$ cat src/rtl/pbi_pkg.sv
package pbi_pkg;

    typedef enum logic [1:0] {
        ST_IDLE = 2'd0,
        ST_PRE  = 2'd1,
        ST_PAY  = 2'd2
    } burst_state_e;

    typedef struct packed {
        logic bit_val;
        logic valid;
    } ser_beat_t;

    function automatic int unsigned clamp_len(input int unsigned req, input int unsigned maxv);
        return (req > maxv) ? maxv : req;
    endfunction

endpackage

$ cat src/rtl/pbi_bank.sv
module pbi_bank #(
    parameter int NUM_BYTES = 12,
    parameter int ADDR_W    = 4
) (
    input  logic                   clk,
    input  logic                   rst,
    input  logic                   wr_en,
    input  logic [ADDR_W-1:0]      wr_addr,
    input  logic [7:0]             wr_data,
    output logic [NUM_BYTES*8-1:0] image
);

    for (genvar k = 0; k < NUM_BYTES; k++) begin : g_byte
        logic [7:0] byte_q;
        always_ff @(posedge clk) begin
            if (rst) begin
                byte_q <= '0;
            end else if (wr_en && (wr_addr == ADDR_W'(k))) begin
                byte_q <= wr_data;
            end
        end
        assign image[k*8 +: 8] = byte_q;
    end

    // An index beyond the bank must leave every byte untouched.
    assert_oob_write_ignored_R2: assert property (@(posedge clk) disable iff (rst)
        (wr_en && (int'(wr_addr) >= NUM_BYTES)) |=> $stable(image));

endmodule

$ cat src/rtl/pbi_shifter.sv
module pbi_shifter #(
    parameter int PRE_BITS = 96,
    parameter int LEN_W    = 7
) (
    input  logic                clk,
    input  logic                rst,
    input  logic                load,
    input  logic                advance,
    input  logic [PRE_BITS-1:0] image,
    input  logic [LEN_W-1:0]    len_req,
    output logic                head_bit,
    output logic                last_bit,
    output logic                zero_len
);

    logic [PRE_BITS-1:0] sh_q;
    logic [LEN_W-1:0]    len_q;
    logic [LEN_W-1:0]    cnt_q;
    logic [LEN_W-1:0]    len_eff;

    assign len_eff = LEN_W'(pbi_pkg::clamp_len(int'(len_req), PRE_BITS));

    always_ff @(posedge clk) begin
        if (rst) begin
            sh_q  <= '0;
            len_q <= '0;
            cnt_q <= '0;
        end else if (load) begin
            sh_q  <= image;
            len_q <= len_eff;
            cnt_q <= '0;
        end else if (advance) begin
            sh_q  <= {sh_q[PRE_BITS-2:0], 1'b0};
            cnt_q <= cnt_q + 1'b1;
        end
    end

    assign head_bit = sh_q[PRE_BITS-1];
    assign last_bit = (cnt_q == (len_q - 1'b1));
    assign zero_len = (len_eff == '0);

    // The controller must never step past the latched length.
    assert_cnt_within_len_R6: assert property (@(posedge clk) disable iff (rst)
        advance |-> (cnt_q < len_q));

    // A latched length never exceeds the pattern size.
    assert_len_capped_R6: assert property (@(posedge clk) disable iff (rst)
        load |=> (int'(len_q) <= PRE_BITS));

endmodule

$ cat src/rtl/pbi_ctrl.sv
module pbi_ctrl
    import pbi_pkg::*;
(
    input  logic         clk,
    input  logic         rst,
    input  logic         tx_en,
    input  logic         zero_len,
    input  logic         last_bit,
    output burst_state_e state,
    output logic         load,
    output logic         advance
);

    burst_state_e state_q, state_d;

    always_comb begin
        state_d = state_q;
        load    = 1'b0;
        unique case (state_q)
            ST_IDLE: begin
                if (tx_en) begin
                    load    = 1'b1;
                    state_d = zero_len ? ST_PAY : ST_PRE;
                end
            end
            ST_PRE: begin
                if (!tx_en) begin
                    state_d = ST_IDLE;
                end else if (last_bit) begin
                    state_d = ST_PAY;
                end
            end
            ST_PAY: begin
                if (!tx_en) begin
                    state_d = ST_IDLE;
                end
            end
            default: state_d = ST_IDLE;
        endcase
    end

    assign advance = (state_q == ST_PRE) && tx_en;

    always_ff @(posedge clk) begin
        if (rst) begin
            state_q <= ST_IDLE;
        end else begin
            state_q <= state_d;
        end
    end

    assign state = state_q;

    // Dropping the enable always leaves the burst.
    assert_drop_returns_idle_R8: assert property (@(posedge clk) disable iff (rst)
        !tx_en |=> (state_q == ST_IDLE));

endmodule

$ cat src/rtl/burst_preamble_inserter.sv
module burst_preamble_inserter
    import pbi_pkg::*;
#(
    parameter  int NUM_BYTES = 12,
    localparam int PRE_BITS  = NUM_BYTES * 8,
    localparam int LEN_W     = $clog2(PRE_BITS + 1),
    localparam int ADDR_W    = $clog2(NUM_BYTES)
) (
    input  logic              clk,
    input  logic              rst,
    input  logic              tx_en,
    input  logic [LEN_W-1:0]  pre_len,
    input  logic              cfg_we,
    input  logic [ADDR_W-1:0] cfg_addr,
    input  logic [7:0]        cfg_wdata,
    input  logic              pay_bit,
    input  logic              pay_valid,
    output logic              pay_ready,
    output logic              out_bit,
    output logic              out_valid
);

    logic [PRE_BITS-1:0] image;
    logic                head_bit, last_bit, zero_len;
    logic                load, advance;
    burst_state_e        cur_state;
    ser_beat_t           beat;

    pbi_bank #(.NUM_BYTES(NUM_BYTES), .ADDR_W(ADDR_W)) u_bank (
        .clk     (clk),
        .rst     (rst),
        .wr_en   (cfg_we),
        .wr_addr (cfg_addr),
        .wr_data (cfg_wdata),
        .image   (image)
    );

    pbi_shifter #(.PRE_BITS(PRE_BITS), .LEN_W(LEN_W)) u_shift (
        .clk      (clk),
        .rst      (rst),
        .load     (load),
        .advance  (advance),
        .image    (image),
        .len_req  (pre_len),
        .head_bit (head_bit),
        .last_bit (last_bit),
        .zero_len (zero_len)
    );

    pbi_ctrl u_ctrl (
        .clk      (clk),
        .rst      (rst),
        .tx_en    (tx_en),
        .zero_len (zero_len),
        .last_bit (last_bit),
        .state    (cur_state),
        .load     (load),
        .advance  (advance)
    );

    always_comb begin
        beat = '0;
        if (tx_en) begin
            unique case (cur_state)
                ST_PRE: begin
                    beat.bit_val = head_bit;
                    beat.valid   = 1'b1;
                end
                ST_PAY: begin
                    beat.bit_val = pay_bit;
                    beat.valid   = pay_valid;
                end
                default: beat = '0;
            endcase
        end
    end

    assign out_bit   = beat.bit_val;
    assign out_valid = beat.valid;
    assign pay_ready = tx_en && (cur_state == ST_PAY);

    // Payload is only released once the counter has reached the final preamble bit.
    assert_ready_after_last_bit_R7: assert property (@(posedge clk) disable iff (rst)
        ($rose(pay_ready) && $past(cur_state == ST_PRE)) |-> $past(last_bit));

    // Accepted payload bits pass straight to the output.
    assert_payload_passthrough_R7: assert property (@(posedge clk) disable iff (rst)
        (pay_ready && pay_valid) |-> (out_valid && (out_bit == pay_bit)));

    // No output activity while idle.
    assert_idle_silent_R8: assert property (@(posedge clk) disable iff (rst)
        (cur_state == ST_IDLE) |-> (!out_valid && !pay_ready));

endmodule

$ cat config.mk
export PLATFORM = sky130hd
export DESIGN_NAME = burst_preamble_inserter
export DESIGN_NICKNAME = d
export VERILOG_FILES = /design/src/rtl/pbi_pkg.sv /design/src/rtl/pbi_bank.sv /design/src/rtl/pbi_shifter.sv /design/src/rtl/pbi_ctrl.sv /design/src/rtl/burst_preamble_inserter.sv
export SDC_FILE = /design/constraint.sdc
export NUM_CORES = 1
export LEC_CHECK = 0
export ABC_AREA = 1
export BUFFER_PORTS_ARGS = -buffer_cell sky130_fd_sc_hd__buf_2
export CORE_MARGIN = 2
export CORE_UTILIZATION = 64
export CTS_CLUSTER_SIZE = 16
export DETAILED_ROUTE_END_ITERATION = 8
export HOLD_SLACK_MARGIN = 0.1
export PLACE_DENSITY = 0.84
export SLEW_MARGIN = 20
export SYNTH_ARGS = -nofsm -noshare
export SYNTH_HDL_FRONTEND = slang
export SYNTH_SLANG_ARGS = --single-unit
$ cat constraint.sdc
create_clock -name clk -period 2.25 [get_ports clk]
set_input_delay 0 -clock clk [delete_from_list [all_inputs] [get_ports clk]]
set_output_delay 0 -clock clk [all_outputs]
set_load 0.03 [all_outputs]
**Word level (Yosys, flattened, before mapping)**

Index checks and enable logic that the tools add are counted.

- $add $sub $neg: 2
- Magnitude comparators: 1
- Equal/unequal tests: 17
- Multiplexer cells: 13
- Reductions and logical operators: 20

Operators by type and width:

| cell | count |
|---|---|
| $mux W96 | 2 |
| $eq A4 B3 Y1 const B | 4 |
| $eq A4 B4 Y1 const B | 4 |
| $logic_and A1 B1 Y1 | 14 |
| $mux W2 | 6 |
| $eq A4 B2 Y1 const B | 2 |
| $add A7 B1 Y7 const B | 1 |
| $eq A7 B7 Y1 | 1 |
| $gt A7 B7 Y1 const B | 1 |
| $logic_not A7 Y1 | 1 |
| $mux W7 | 1 |
| $sub A7 B1 Y7 const B | 1 |
| $pmux W2 S3 | 1 |
| $eq A4 B1 Y1 const B | 1 |
| $logic_not A4 Y1 | 1 |
| $ne A2 B2 Y1 const B | 2 |
| $pmux W2 S2 | 1 |
| $ne A3 B3 Y1 const B | 1 |
| $reduce_and A3 Y1 | 1 |
| $eq A2 B1 Y1 const B | 1 |
| $eq A2 B2 Y1 const B | 1 |
| $logic_not A2 Y1 | 1 |
| $mux W1 | 2 |
| $reduce_bool A2 Y1 | 1 |
| $reduce_or A2 Y1 | 1 |

- Flip-flop bits (word level): 208
- Input port bits: 25
- Output and inout port bits: 3

**Longest topological paths before layout**

Gate-level depths: netlist of the first run.

- Word-level depth: 6
- Depth in mapped cells: 14
- Mapped depth without buffers: 14

**By module**

A second synthesis of the first run with hierarchy kept.

- Cells, all modules: 1,378
- Area, all modules: 9,407.8 um^2

By module, submodules not included:

| module | instances | cells each | area each (um^2) | sequential area each (um^2) |
|---|---|---|---|---|
| pbi_shifter | 1 | 771 | 5,312.6 | 2,202.1 |
| pbi_bank | 1 | 572 | 3,890.0 | 1,921.8 |
| pbi_ctrl | 1 | 21 | 132.6 | 40.0 |
| burst_preamble_inserter | 1 | 14 | 72.6 | 0.0 |

**Worst setup path before layout of the first run**

No wires, ideal clock.

- Kind: register to register
- Start: register u_ctrl.state_q[0], in the netlist u_ctrl.state[0]
- End: register u_ctrl.state_q[0], in the netlist u_ctrl.state[0]
- Setup time: 115 ps
- Data arrival time: 1,428 ps
- Required time: 2,135 ps
- Slack: 707 ps
- Stages on the path, launching flop included: 13
- Path buffers: 0
- Period minus slack after synthesis: 1,543 ps
- Path through: dfxtp_1 inv_1 ha_1 nand2_1 inv_1 nor2_1 nand2_1 nor2_1 nand2_1 nor2_1 nand2_1 a21oi_1 nor2_1

- Longest elaborated chain between the ends: 3

RTL lines:

| item | RTL line | source |
|---|---|---|
| start, declared | pbi_ctrl.sv:14 | `burst_state_e state_q, state_d;` |
| start signal, assigned | pbi_ctrl.sv:48 | `state_q <= state_d;` |
| $eq A2 B1 Y1 (tied with other cells) | pbi_ctrl.sv:19 | `unique case (state_q)` |
| $ne A3 B3 Y1 (no line) or $ne A2 B2 Y1 (tied branches) | -- |  |
| $reduce_and A3 Y1 (no line) | -- |  |

Parallel ways exist; a longest one is shown, timed or not.
A chain may end at the register's enable or synchronous reset.

**Worst setup path in the final report of the first run**

- Start: input cfg_we
- End: register u_bank.g_byte[10].byte_q[7]

- Longest elaborated chain between the ends: 1

RTL lines:

| item | RTL line | source |
|---|---|---|
| start, declared | burst_preamble_inserter.sv:13 | `input logic cfg_we,` |
| $logic_and A1 B1 Y1 | pbi_bank.sv:18 | `end else if (wr_en && (wr_addr == ADDR_W'(k))) begin` |
| end signal, assigned | pbi_bank.sv:19 | `byte_q <= wr_data;` |
| end, declared | pbi_bank.sv:14 | `logic [7:0] byte_q;` |

No other way between the ends.

==> results of run 1 <==
[cell usage after synthesis, types with 3 or more instances]
library cell,number
nand2_1,226
dfxtp_1,208
a21oi_1,164
inv_1,130
o21ai_0,115
nor2_1,93
o211ai_1,58
clkbuf_1,31
buf_2,30
a21oi_2,20
nand3_1,20
o211ai_2,20
buf_4,15
ha_1,5
nor3_1,4
inv_2,3
nor2_2,3
nor3_2,3
[power groups by stage]
stage	combinational (W)	sequential (W)	clock, W
CTS	0.00254	0.00435	0.00332
global placement	0.00244	0.00441	0
global route	0.00290	0.00439	0.00348
finish	0.00257	0.00435	0.00328
floorplan	0.00217	0.00436	0
detailed placement	0.00249	0.00442	0
[critical path: stages]
cell and delay, ns:
dlygate4sd3_1 0.51, buf_2 0.14, inv_1 0.09, nor3_2 0.21
dlygate4sd3_1 0.66, nand3_1 0.09, dlygate4sd3_1 0.57, a21oi_1 0.16
[metrics by stage]
| stage | worst slack (ns) | cells | cell area [µm²] |
|---|---|---|---|
| finish | 0.233 | 1374 | 9910 |
| CTS | 0.0827 | 1374 | 9900 |
| global route | 0.0982 | 1374 | 9910 |
| floorplan | 0.707 | 1170 | 8910 |
| global placement | 0.420 | 1309 | 8970 |
| detailed placement | 0.330 | 1309 | 8970 |
[routing by layer]
metal / up-vias / track usage (%) / wire length [µm]
li1: 3863 / - / -
met1: 3485 / 33.3 / 8570
met2: 205 / 48.3 / 9920
met3: 46 / 4.35 / 1050
met4: 0 / 9.48 / 487
met5: - / 0 / 0
[layout by cell type, fill, tap and decap left out, drive strengths merged]
cell type	netlist	layout
nand2	228	228
dfxtp	208	208
a21oi	184	184
inv	133	133
o21ai	117	117
nor2	97	97
o211ai	78	78
buf	49	39
dlygate4sd3	0	29
clkbuf	31	29
nand3	20	20
clkinv	1	7
nor3	7	7
ha	5	5
xor2	2	2
xnor2	2	2
o22ai	2	2
a211oi	1	1
nor3b	1	1
nand4	1	1
or2	1	1
a22o	1	1
a31oi	1	1
bufinv	0	1
[area by class of cell]
type                            instances  area (µm²)  area share [%]
Clock inverter                          7        63.8           0.644
Tap cell                              180         225            2.27
Clock buffer                           29         576            5.81
Timing Repair Buffer                   68         556            5.61
Sequential cell                       208        4160            42.0
Multi-Input combinational cell        748        3820            38.5
Inverter                              134         509            5.14
[sequential cells by signal (all words and copies together) (netlist names)]
register,count
u_shift.len_q,7
u_bank.g_byte.byte_q,96
u_shift.sh_q,96
u_shift.cnt_q,7
u_ctrl.state,2
[worst paths after layout]
kind,from,end,cells past startpoint
max,cfg_we,u_bank.g_byte[10].byte_q[7],8
min,cfg_addr[3],u_bank.g_byte[1].byte_q[4],6
max reg2reg,u_ctrl.state[0],u_shift.len_q[0],8
min reg2reg,u_bank.g_byte[0].byte_q[0],u_bank.g_byte[0].byte_q[0],2
[cell families after synthesis]
family                   Yosys count
AO/OA/AOI/OAI                    384
AND/OR/NAND/NOR                  355
buffers and inverters            214
flip-flops                       208
adder cells (fa/ha/maj)            5
XOR/XNOR                           4
[what timing repair did]
| item | in CTS | in global routing |
|---|---|---|
| setup endpoints to repair | 0 | 3 |
| hold buffers | 29 | 0 |
| gates resized for setup | 0 | 2 |
| endpoints found under the hold margin | 132 | 0 |
==> results.toml, run 1 <==
[global_routing]
grt_use_total_pct = 27.2
grt_pass1_vias = 7066
grt_antenna_before_repair = 0
grt_pass1_wl_um = 33000
grt_max_degree = 86
grt_remaining_overflow = 0

[sta]
tns_ns = 0
slew_headroom_pct = 58.4
drv_slew = 0
worst_slew_pin_slew_ns = 0.624
period_minus_slack_ns = 2.02
rsz0062_at_grt = "no"
hold_viol = 0
fmax_ghz = 0.496
whs_ns = 0.138
final-setup-viol-count = 0
post-route-period-util_pct = 89.6
finClkSkew_ns = 0.00563

[detailed_routing]
routed_wl_um = 20000
drc = 0
firstDrtPassIters = 5
drt_iter0_drc = 555
vias = 7599
ant_nets = 0
routed_via_density = 5.53
wl_per_cell_um = 14.6

[yosys]
muxShareOfSynthArea_pct = 0
ys_seq_area_share_pct = 46.7
synth_top_area_cell = "dfxtp_1"
synth_warnings = 0
synth_top_area_share_pct = 46.7
async_flop_share_pct = 0
synth_area_per_cell_um2 = 7.62
synth_edf_count = 0
synth_simple_gate_area_share_pct = 15.8
synth-main-ff-cell = "dfxtp_1"
synth_fa_ha_area_share_pct = 0.702
syn_area_um2 = 8910
synthTopCellsByArea = "dfxtp_1 (47%), nand2_1 (9.5%), a21oi_1 (9.2%), o21ai_0 (6.5%), inv_1 (5.5%)"
ys_seq_elements = 208
netlist-cell-type-count = 33
synthCells = 1170
synth_top_family_by_area = "compound AO/OA/AOI/OAI gates"
synthesis.nets = 1200
synth_compound_area_share_pct = 25.8
synth_xor_area_share_pct = 0.393

[die]
die_x_um = 122
die-area_um2 = 14900
core_um2 = 13700
die_h_um = 122
start_util_pct = 64.9
rows = 43
ios = 28

[cells_and_area]
final_util_pct = 72.2
n_antenna_cell = 0
area_delta_synth_final_pct = 11.2
fin_nets = 1211
drive_gt1_share_pct = 10.4
nFillCells = 1079

[clock_tree]
clkTransAtPathRegs_ns = 0.06
cts_tree = "yes"
cts.path.max_buffers = 3
cts-root-buf = "clkbuf_16"
insertion_delay_ns = 0.49
cts.sinks = 208
cts-buffers-inserted = 21
post-cts-setup-buffer-count = 0
h-tree-depth = 1

[placement]
dp_hpwl_um = 11300
gp_congestion = 0.834
port_buffers = 27

[status]
status = "complete, no violations"

[pwr]
power_w = 0.0102
ir_drop_uv = 782
p_leak_nw = 3.68
seq_power_share_pct = 42.6
switching_share_pct = 32.7
power_switching_w = 0.00334
p_int_w = 0.00687
pwr-share-comb_pct = 25.2
clockPowerShare_pct = 32.1
powerDensity_nw_per_um2 = 1030

[setup_path]
ff2ff_setup_slack_ns = 0.26
start_kind = "input port"
end_kind = "flop"
arrival_ns = 2.43
cp.required_ns = 2.66
crit_fanout = 4
crit_type = "input port to flop"

[worst_hold_path]
holdCritPathClass = "input port to flop"

[run]
cap_violations = 0
Note: power is estimated with default switching activity, not from simulation.
==> inputs of run 2 (changes only) <==
--- a/config.mk
+++ b/config.mk
@@ -16,4 +16,5 @@
 export SLEW_MARGIN = 20
 export SYNTH_ARGS = -nofsm -noshare
 export SYNTH_HDL_FRONTEND = slang
+export SYNTH_HIERARCHICAL = 1
 export SYNTH_SLANG_ARGS = --single-unit
==> run 2 against run 1 <==
Compared with the run above: via count is 11% higher; flip-flop and latch count stayed put; non-clock buffer count is 7 lower; utilization is 0.51 points higher; critical path depth stayed put; die area is 5.4% higher; synthesized area is 5.6% higher; combinational power is 72% lower; clock-buffer cell count is 5 higher; sequential share of layout area is 2.3 points lower; critical path type is now flop to flop.
==> results.toml, run 2 <==
[global_routing]
grt_antenna_before_repair = 0
met1_usage_pct = 34.4
grt_use_total_pct = 27.8
grt_pass1_vias = 7907
grt_max_degree = 99
use_met3_pct = 3.77
gr-usage-met2_pct = 49.5
grt-busiest-layer = "met2"
grt_pass1_wl_um = 36700
grt_remaining_overflow = 0

[die]
die_h_um = 125
rows = 44
ios = 28
die_x_um = 125
core_um2 = 14400
start_util_pct = 65.2
die-area_um2 = 15700

[sta]
tns_ns = 0
post-route-period-util_pct = 92.2
final-setup-viol-count = 0
slew_headroom_pct = 53.1
drv_slew = 0
hold_viol = 0
fmax_ghz = 0.482
worst_slew_pin_slew_ns = 0.703
rsz0062_at_grt = "no"
period_minus_slack_ns = 2.07
finClkSkew_ns = 0.0137

[yosys]
synthTopCellsByArea = "dfxtp_1 (44%), nand2_1 (13%), nor2_1 (9.8%), inv_1 (9.5%), o221ai_1 (4.4%)"
ys_seq_elements = 208
synthTopCellsByCount = "nand2_1 (338), nor2_1 (246), inv_1 (237)"
netlist-cell-type-count = 33
synth-main-ff-cell = "dfxtp_1"
synth_simple_gate_area_share_pct = 30.0
yosysMostFrequentCell = "nand2_1"
synth_edf_count = 0
synth_xor_area_share_pct = 0.465
synth_area_per_cell_um2 = 6.83
muxShareOfSynthArea_pct = 0
async_flop_share_pct = 0
synth_compound_area_share_pct = 11.2
synth_top_area_cell = "dfxtp_1"
synth_top_family_by_area = "simple AND/OR/NAND/NOR gates"
ys_seq_area_share_pct = 44.3
synth_top_area_share_pct = 44.3
synth_fa_ha_area_share_pct = 0.532
synthCells = 1378
synthesis.nets = 1407
syn_area_um2 = 9410
synth_warnings = 6

[pwr]
ir_drop_uv = 516
p_leak_nw = 4.76
powerDensity_nw_per_um2 = 757

[setup_path]
slowest_delay_ns = 0.50
path_cells = "inv_1 -> nand3_1 -> clkinvlp_4 -> nand2_4 -> buf_16 -> o21ai_0 -> o21ai_0 -> inv_1"
crit_type = "flop to flop"
path_delay_family = "buffers and inverters"
end_kind = "flop"
reg2reg_from = "u_ctrl/state[1]"
reg2regPathDepth = 8
crit_fanout = 40
arrival_ns = 2.46
start_kind = "flop"
cp.required_ns = 2.64
slowest_stage = "dfxtp_1"
cp_num_buf_inv = 4
cp_num_cells = 8
crit_start = "u_ctrl/state[1]"

[detailed_routing]
ant_nets = 0
routed_wl_um = 22100
drc = 0
wl_per_cell_um = 14.0
vias = 8441
routed_via_density = 5.33
drt_iter0_drc = 798
firstDrtPassIters = 5

[clock_tree]
cts-buffers-inserted = 22
post-cts-setup-buffer-count = 0
cts.path.max_buffers = 3
cts_tree = "yes"
insertion_delay_ns = 0.50
h-tree-depth = 1
cts-root-buf = "clkbuf_16"
clkTransAtPathRegs_ns = 0.06
cts.sinks = 208

[placement]
dp_hpwl_um = 12500
port_buffers = 27
gp_congestion = 0.794

[cells_and_area]
final_util_pct = 72.8
final_cell_mix = "nand2_1 (338), nor2_1 (245), inv_1 (235)"
fin_nets = 1415
area_delta_synth_final_pct = 11.5
layout_commonest_cell = "nand2_1"
drive_gt1_share_pct = 7.21
reg_top3 = "u_bank/g_byte.byte_q x96, u_shift/sh_q x96"
n_antenna_cell = 0

[worst_hold_path]
holdCritStartpoint = "cfg_addr[3]"
holdCritPathClass = "input port to flop"
min_path_cells = 5

[status]
status = "complete, no violations"

[run]
cap_violations = 0
-- run 2: changes by cell type after synthesis, sizes merged, moves of 2 or more --
cell | previous run | this run
a21oi | 184 | 12
a22oi | 0 | 2
buf | 49 | 56
clkbuf | 31 | 21
inv | 133 | 240
nand2 | 228 | 340
nand3 | 20 | 71
nand4 | 1 | 25
nor2 | 97 | 251
o211ai | 78 | 4
o21ai | 117 | 69
o221ai | 0 | 57
o22ai | 2 | 0
xnor2 | 2 | 4
-- run 2: cells by family (layout without fill, tap and decap cells) --
group / after synthesis / after routing
adders and majority gates: 4 / 4
DFF: 208 / 208
xor gates and xnor gates: 5 / 5
buffers and inverters: 318 / 340
AOI/OAI and AO/OA: 148 / 148
and+or+nand+nor: 695 / 695
-- run 2: worst paths after layout --
kind                                                    end  slack, ns
worst min-delay path            u_bank/g_byte[11].byte_q[0]       0.15
worst min register to register   u_bank/g_byte[8].byte_q[2]       0.48
worst max register to register             u_shift/sh_q[14]       0.18
worst max-delay path                       u_shift/sh_q[14]       0.18
-- run 2: final cells by class --
| class | instances | area (µm²) |
|---|---|---|
| clock buffer | 34 | 667 |
| multi-input combinational | 852 | 3980 |
| clock inverter | 4 | 22.5 |
| sequential | 208 | 4160 |
| fill | 1177 | 3930 |
| inverter | 241 | 908 |
| tap | 184 | 230 |
| timing repair buffer | 61 | 523 |
-- run 2: worst register-to-register path, delay by kind of cell (launching register included) --
kind                   cells  cell delay, ns
and+or+nand+nor            2            0.43
DFF                        1            0.50
AOI/OAI and AO/OA          2            0.38
buffers and inverters      4            0.66
-- run 2: metrics by stage --
| step | hold slack (ns) | setup WS (ns) | power [W] | instances | area [µm²] |
|---|---|---|---|---|---|
| final | 0.148 | 0.176 | 0.00794 | 1584 | 10500 |
| after global routing | 0.161 | 0.0162 | 0.00822 | 1584 | 10500 |
| after CTS | 0.117 | 0.135 | 0.00796 | 1583 | 10500 |
| after detailed placement | 0.258 | 0.260 | 0.00453 | 1527 | 9590 |
| after global placement | 0.247 | 0.325 | 0.00451 | 1527 | 9590 |
| after floorplan | 0.0624 | 0.755 | 0.00435 | 1378 | 9410 |
-- run 2: routing by layer --
metal | share of wire [%] | wire, µm | vias up
met5 | 0 | 0 | -
met4 | 2.8 | 620 | 0
met3 | 6.7 | 1470 | 54
met2 | 49 | 10800 | 300
met1 | 42 | 9240 | 3811
li1 | - | - | 4276
-- run 2: timing repair --
item / in CTS / in global routing
gates resized for setup: 0 / 3
endpoints found under the setup margin: 0 / 4
hold buffers: 18 / 0
endpoints found under the hold margin: 40 / 0
-- run 2: where the power goes --
group	total, W	switching, W	leakage [nW]	internal (W)
combinational	0.000713	0.000502	2.74	0.000211
sequential	0.00379	0.0000403	1.68	0.00375
clock	0.00344	0.00141	0.338	0.00203
total	0.00794	0.00195	4.76	0.00599
